## src/rtl/bs_pkg.sv

```systemverilog
package bs_pkg;

    // Number of rising edges that bracket one measurement
    localparam int EDGE_TARGET = 5;
    localparam int EDGE_W      = $clog2(EDGE_TARGET + 1);
    localparam logic [EDGE_W-1:0] EDGE_LAST = EDGE_W'(EDGE_TARGET - 1);

    typedef enum logic [1:0] {
        PH_IDLE  = 2'd0,   // not armed
        PH_FIRST = 2'd1,   // armed, waiting for the edge that ends the start bit
        PH_COUNT = 2'd2    // counting ticks between edges
    } meas_phase_e;

    // Synchroniser and edge-detect pipeline for the receive line
    typedef struct packed {
        logic meta;
        logic sync;
        logic prev;
    } rx_pipe_t;

    localparam rx_pipe_t RX_PIPE_IDLE = '{meta: 1'b1, sync: 1'b1, prev: 1'b1};

endpackage

```

## src/rtl/bs_edge_sync.sv

```systemverilog
module bs_edge_sync
    import bs_pkg::*;
(
    input  logic clk,
    input  logic rst,
    input  logic din,
    output logic rise
);

    rx_pipe_t pipe_q;

    always_ff @(posedge clk) begin
        if (rst) begin
            pipe_q <= RX_PIPE_IDLE;
        end else begin
            pipe_q.meta <= din;
            pipe_q.sync <= pipe_q.meta;
            pipe_q.prev <= pipe_q.sync;
        end
    end

    assign rise = pipe_q.sync & ~pipe_q.prev;

endmodule

```

## src/rtl/bs_prescale.sv

```systemverilog
module bs_prescale #(
    parameter int LOG2 = 3
) (
    input  logic clk,
    input  logic rst,
    input  logic clr,
    input  logic en,
    output logic tick
);

    localparam logic [LOG2-1:0] TOP = '1;

    logic [LOG2-1:0] q;

    always_ff @(posedge clk) begin
        if (rst || clr) begin
            q <= '0;
        end else if (en) begin
            q <= q + 1'b1;
        end
    end

    assign tick = en && (q == TOP);

endmodule

```

## src/rtl/bs_meas.sv

```systemverilog
module bs_meas
    import bs_pkg::*;
#(
    parameter int DIV_W = 16
) (
    input  logic             clk,
    input  logic             rst,
    input  logic             rise,
    input  logic             tick,
    input  logic             arm_set,
    input  logic             arm_clr,
    input  logic             ovf_clr,
    input  logic             data_rd,
    output logic             armed,
    output logic             count_en,
    output logic             pre_clr,
    output logic             ovf,
    output logic             rx_flag,
    output logic [DIV_W-1:0] divisor
);

    localparam logic [DIV_W-1:0] DIV_MAX = '1;

    meas_phase_e       phase_q;
    logic [EDGE_W-1:0] edges_q;
    logic [DIV_W-1:0]  cnt_q;
    logic              wrap_q;

    logic hold;
    logic first_rise;
    logic last_rise;
    logic wrap_now;

    // Software strobes pre-empt any measurement progress in their cycle
    assign hold       = !arm_clr && !arm_set;
    assign count_en   = (phase_q == PH_COUNT) && hold;
    assign first_rise = (phase_q == PH_FIRST) && hold && rise;
    assign last_rise  = count_en && rise && (edges_q == EDGE_LAST);
    assign wrap_now   = count_en && tick && (cnt_q == DIV_MAX);
    assign pre_clr    = arm_set || first_rise;
    assign armed      = (phase_q != PH_IDLE);

    always_ff @(posedge clk) begin
        if (rst) begin
            phase_q <= PH_IDLE;
            edges_q <= '0;
            cnt_q   <= '0;
            wrap_q  <= 1'b0;
            ovf     <= 1'b0;
            rx_flag <= 1'b0;
            divisor <= '0;
        end else begin
            if (arm_clr) begin
                phase_q <= PH_IDLE;
            end else if (arm_set) begin
                phase_q <= PH_FIRST;
                edges_q <= '0;
                cnt_q   <= '0;
                wrap_q  <= 1'b0;
            end else if (first_rise) begin
                phase_q <= PH_COUNT;
                edges_q <= EDGE_W'(1);
                cnt_q   <= '0;
            end else if (count_en) begin
                if (tick) cnt_q <= cnt_q + 1'b1;
                if (wrap_now) wrap_q <= 1'b1;
                if (rise) begin
                    if (last_rise) phase_q <= PH_IDLE;
                    else           edges_q <= edges_q + 1'b1;
                end
            end

            if (last_rise) begin
                divisor <= (wrap_q || wrap_now) ? DIV_MAX : cnt_q;
            end

            if (wrap_now) begin
                ovf <= 1'b1;
            end else if (ovf_clr && (phase_q == PH_IDLE)) begin
                ovf <= 1'b0;
            end

            if (last_rise) begin
                rx_flag <= 1'b1;
            end else if (data_rd) begin
                rx_flag <= 1'b0;
            end
        end
    end

endmodule

```

## src/rtl/baud_sense.sv

```systemverilog
module baud_sense
    import bs_pkg::*;
#(
    parameter int DIV_W    = 16,
    parameter int PRE_LOG2 = 3
) (
    input  logic             clk,
    input  logic             rst,
    input  logic             rx_in,
    input  logic             arm_set,
    input  logic             arm_clr,
    input  logic             ovf_clr,
    input  logic             data_rd,
    output logic [DIV_W-1:0] divisor,
    output logic             armed,
    output logic             ovf,
    output logic             rx_flag
);

    logic rise;
    logic tick;
    logic count_en;
    logic pre_clr;

    bs_edge_sync u_sync (
        .clk  (clk),
        .rst  (rst),
        .din  (rx_in),
        .rise (rise)
    );

    bs_prescale #(.LOG2(PRE_LOG2)) u_pre (
        .clk  (clk),
        .rst  (rst),
        .clr  (pre_clr),
        .en   (count_en),
        .tick (tick)
    );

    bs_meas #(.DIV_W(DIV_W)) u_meas (
        .clk      (clk),
        .rst      (rst),
        .rise     (rise),
        .tick     (tick),
        .arm_set  (arm_set),
        .arm_clr  (arm_clr),
        .ovf_clr  (ovf_clr),
        .data_rd  (data_rd),
        .armed    (armed),
        .count_en (count_en),
        .pre_clr  (pre_clr),
        .ovf      (ovf),
        .rx_flag  (rx_flag),
        .divisor  (divisor)
    );

endmodule

```

## config.mk

```make
export PLATFORM = sky130hd
export DESIGN_NAME = baud_sense
export DESIGN_NICKNAME = d
export VERILOG_FILES = /design/src/rtl/bs_pkg.sv /design/src/rtl/bs_edge_sync.sv /design/src/rtl/bs_prescale.sv /design/src/rtl/bs_meas.sv /design/src/rtl/baud_sense.sv
export SDC_FILE = /design/constraint.sdc
export NUM_CORES = 1
export LEC_CHECK = 0
export ABC_AREA = 1
export BUFFER_PORTS_ARGS = -buffer_cell sky130_fd_sc_hd__buf_2
export CAP_MARGIN = 20
export CORE_MARGIN = 3
export CORE_UTILIZATION = 57
export CTS_CLUSTER_SIZE = 16
export DETAILED_ROUTE_END_ITERATION = 16
export GPL_ROUTABILITY_DRIVEN = 0
export PLACE_DENSITY = 0.86
export SETUP_SLACK_MARGIN = 0.3
export SYNTH_ARGS = -nofsm -noshare
export SYNTH_HDL_FRONTEND = slang
export SYNTH_SLANG_ARGS = --single-unit
```

## constraint.sdc

```tcl
create_clock -name clk -period 1.8 [get_ports clk]
set_clock_uncertainty 0.15 [all_clocks]
set_input_delay 0.09 -clock clk [delete_from_list [all_inputs] [get_ports clk]]
set_output_delay 0.09 -clock clk [all_outputs]
set_load 0.05 [all_outputs]
```

==> results.yml <==
yosys:
  synth-edff-count: 0
  synth_flop_cell: "dfxtp_1"
  yosysTopAreaCell: "dfxtp_1"
  yosys-top-cells-area: "dfxtp_1 (41%), nand2_1 (13%), inv_1 (7.9%)"
  syn_nets: 337
  yosysWarnings: 0
  synth.distinct_cells: 31
  synthArstFlopShare_pct: 0
  ys_seq_elements: 46
  synth_cells: 325
  syn_area_um2: 2268
  synthMostInstantiatedCell: "nand2_1"
  synth_top_area_share_pct: 40.60
  synthTopCellsByCount: "nand2_1 (77), inv_1 (48), nor2_1 (48), dfxtp_1 (46), nand3_1 (25)"
  avgSynthCellArea_um2: 6.980
  seq_area_frac_synth_pct: 40.60
detailed_routing:
  drt_wl_total_um: 8076
  drtPass1Iterations: 6
  vias: 2584
  postRouteAntennaNets: 0
  drcViolationCount: 0
  wl_per_cell_um: 18.74
  drt_iter0_markers: 320
  vias_per_cell: 5.995
worst_hold_path:
  hold_class: "input port to flop"
sta:
  fin_crit_sh_pct: 97.65
  finalHoldViolCount: 0
  fmax_ghz: 0.5689
  slew_headroom_pct: 74.22
  final_max_slew_viol_count: 0
  rsz0062_at_grt: "true"
  setup_violations: 0
  setup_tns_ns: 0
  worstMarginPinSlew_ns: 0.3863
  min_period_ns: 1.758
critical_path:
  worstSetupPathType: "flop to flop"
  crit_fanout: 7
  critPathArrivalTime_ns: 1.87
  required_ns: 1.91
  cp-end-kind: "flop"
  startpoint_type: "flop"
cts:
  cts_tree: "done"
  clk_latency_ns: 0.31
  h-tree-depth: 2
  clk_pin_slew_ns: 0.09
  clockRootBuffer: "clkbuf_8"
  clock_path_buffers: 2
  cts_sinks: 46
  cts_made_buffers: 5
cells_and_area:
  finalNonFillerCells: 431
  nNetsFinal: 395
  drive_above_1_share_pct: 38.38
  finalCoreUtilization_pct: 85.70
  fin_area_um2: 3208
  fillers: 185
  antenna_cells: 0
  synthToLayoutAreaGrowth_pct: 41.42
floorplan:
  io_pins: 26
  row_count: 22
  chipHeight_um: 69.09
  die_w_um: 69.09
  coreArea_um2: 3744
  start_util_pct: 60.59
  die_area_um2: 4773
global_route:
  antenna_found_initial: 0
  grt_max_degree: 25
  grt_usage_pct: 25.14
  grt_pass1_vias: 2098
  overflow: 0
  grt_pass1_wl_um: 9701
pwr:
  irDropWorstVdd_mv: 0.5766
  p_per_area_nw_per_um2: 566.5
  total_leakage_power_nw: 1.427
status:
  status: "completed"
place:
  place_hpwl_um: 3432
  dp.cells: 400
  placed_area_um2: 2517
  portBuffers: 25
run:
  drv_cap: 0
## flip-flops by register name, indices dropped and copies added (netlist names)
signal,cells
u_meas.cnt_q,16
u_meas.divisor,16
u_meas.edges_q,3
u_pre.q,3
u_sync.pipe_q,3
u_meas.phase_q,2
u_meas.ovf,1
u_meas.rx_flag,1
u_meas.wrap_q,1
## path summary, 6_finish.rpt
kind	startpoint	to	cells past startpoint	slack, ns
max	u_meas.edges_q[1]$_SDFFE_PP0P_	u_meas.divisor[11]$_SDFFE_PP0P_	10	0.04
min reg2reg	u_sync.pipe_q[2]$_SDFF_PP1_	u_sync.pipe_q[1]$_SDFF_PP1_	1	0.27
max reg2reg	u_meas.edges_q[1]$_SDFFE_PP0P_	u_meas.divisor[11]$_SDFFE_PP0P_	10	0.04
min	arm_clr	u_pre.q[1]$_SDFFE_PP0P_	4	0.02
## critical path, stage by stage, from the launching register on
cell	delay, ns
dfxtp_2	0.35
inv_2	0.08
ha_4	0.16
nand2_4	0.06
nor3_4	0.24
buf_6	0.16
buf_16	0.13
nor2_1	0.05
nor2_1	0.17
o21ai_2	0.09
inv_1	0.05
## cell type report
cell class                 count  area (µm²)  share of cell area [%]
multi-input combinational    221        1420                   44.27
sequential                    46       938.4                   29.25
timing repair buffer          59       519.2                   16.19
inverter                      50       191.4                   5.967
clock buffer                   5       68.82                   2.145
tap                           48       60.06                   1.872
clock inverter                 2       10.01                  0.3120
## cells by family (layout without fill, tap and decap cells)
family | count (synthesis) | in the layout | synth area share [%]
fa+ha+maj | 5 | 5 | 2.758
buf+inv | 58 | 116 | 11.25
flops | 46 | 46 | 40.60
simple gates | 170 | 170 | 33.92
compound gates | 44 | 44 | 10.70
xor+xnor | 2 | 2 | 0.7723
## where the power goes
| group | switching [mW] | leakage [nW] | internal [mW] | total [mW] |
|---|---|---|---|---|
| Clock | 0.365 | 0.0438 | 0.261 | 0.626 |
| Sequential | 0.00443 | 0.377 | 1.02 | 1.02 |
| Combinational | 0.106 | 1.01 | 0.0607 | 0.167 |
| Total | 0.475 | 1.43 | 1.34 | 1.82 |
## metrics by stage
step	hold WS [ns]	total power [mW]	worst slack (ns)
4_1_cts	-0.05661	1.769	0.2143
6_report	0.02120	1.817	0.04228
5_1_grt	0.05157	1.866	-0.009167
3_3_place_gp	0.1228	1.146	0.1277
2_1_floorplan	0.04034	1.116	0.2062
3_5_place_dp	0.1293	1.149	0.06389
## per-layer routing
layer / track usage (%) / vias up / share of wire (%)
li1: - / 1137 / -
met1: 30.43 / 1205 / 38
met2: 42.16 / 193 / 46
met3: 6.122 / 49 / 9.7
met4: 10.85 / 0 / 6.0
met5: 0 / - / 0
## cell usage in the layout (no fill, tap or decap), types with 3 or more instances in the layout
cell type | netlist | routed
clkbuf_8 | 0 | 5
a21oi_1 | 19 | 17
buf_2 | 0 | 25
o21ai_1 | 10 | 6
ha_4 | 0 | 4
nand4_1 | 3 | 3
nor2_1 | 48 | 28
dlygate4sd3_1 | 0 | 5
buf_6 | 2 | 7
dfxtp_2 | 0 | 8
nand2_1 | 77 | 68
dfxtp_1 | 46 | 36
nor3_1 | 4 | 3
buf_4 | 3 | 16
nor2_4 | 2 | 7
inv_2 | 1 | 4
nand3_1 | 25 | 19
nand2_2 | 2 | 7
nor2_2 | 0 | 15
nand2_4 | 1 | 3
inv_1 | 48 | 44
o21ai_2 | 3 | 11
or2_2 | 3 | 3
clkinv_2 | 0 | 3
nand3_2 | 1 | 5
## timing repair
item	CTS	global route
buffers inserted	9	6
hold buffers	4	1
pin swaps	7	15
endpoints found under the hold margin	6	1
cloned	2	2
resized for setup	29	72
endpoints found under the setup margin	36	38
Note: power is estimated with default switching activity, not from simulation.
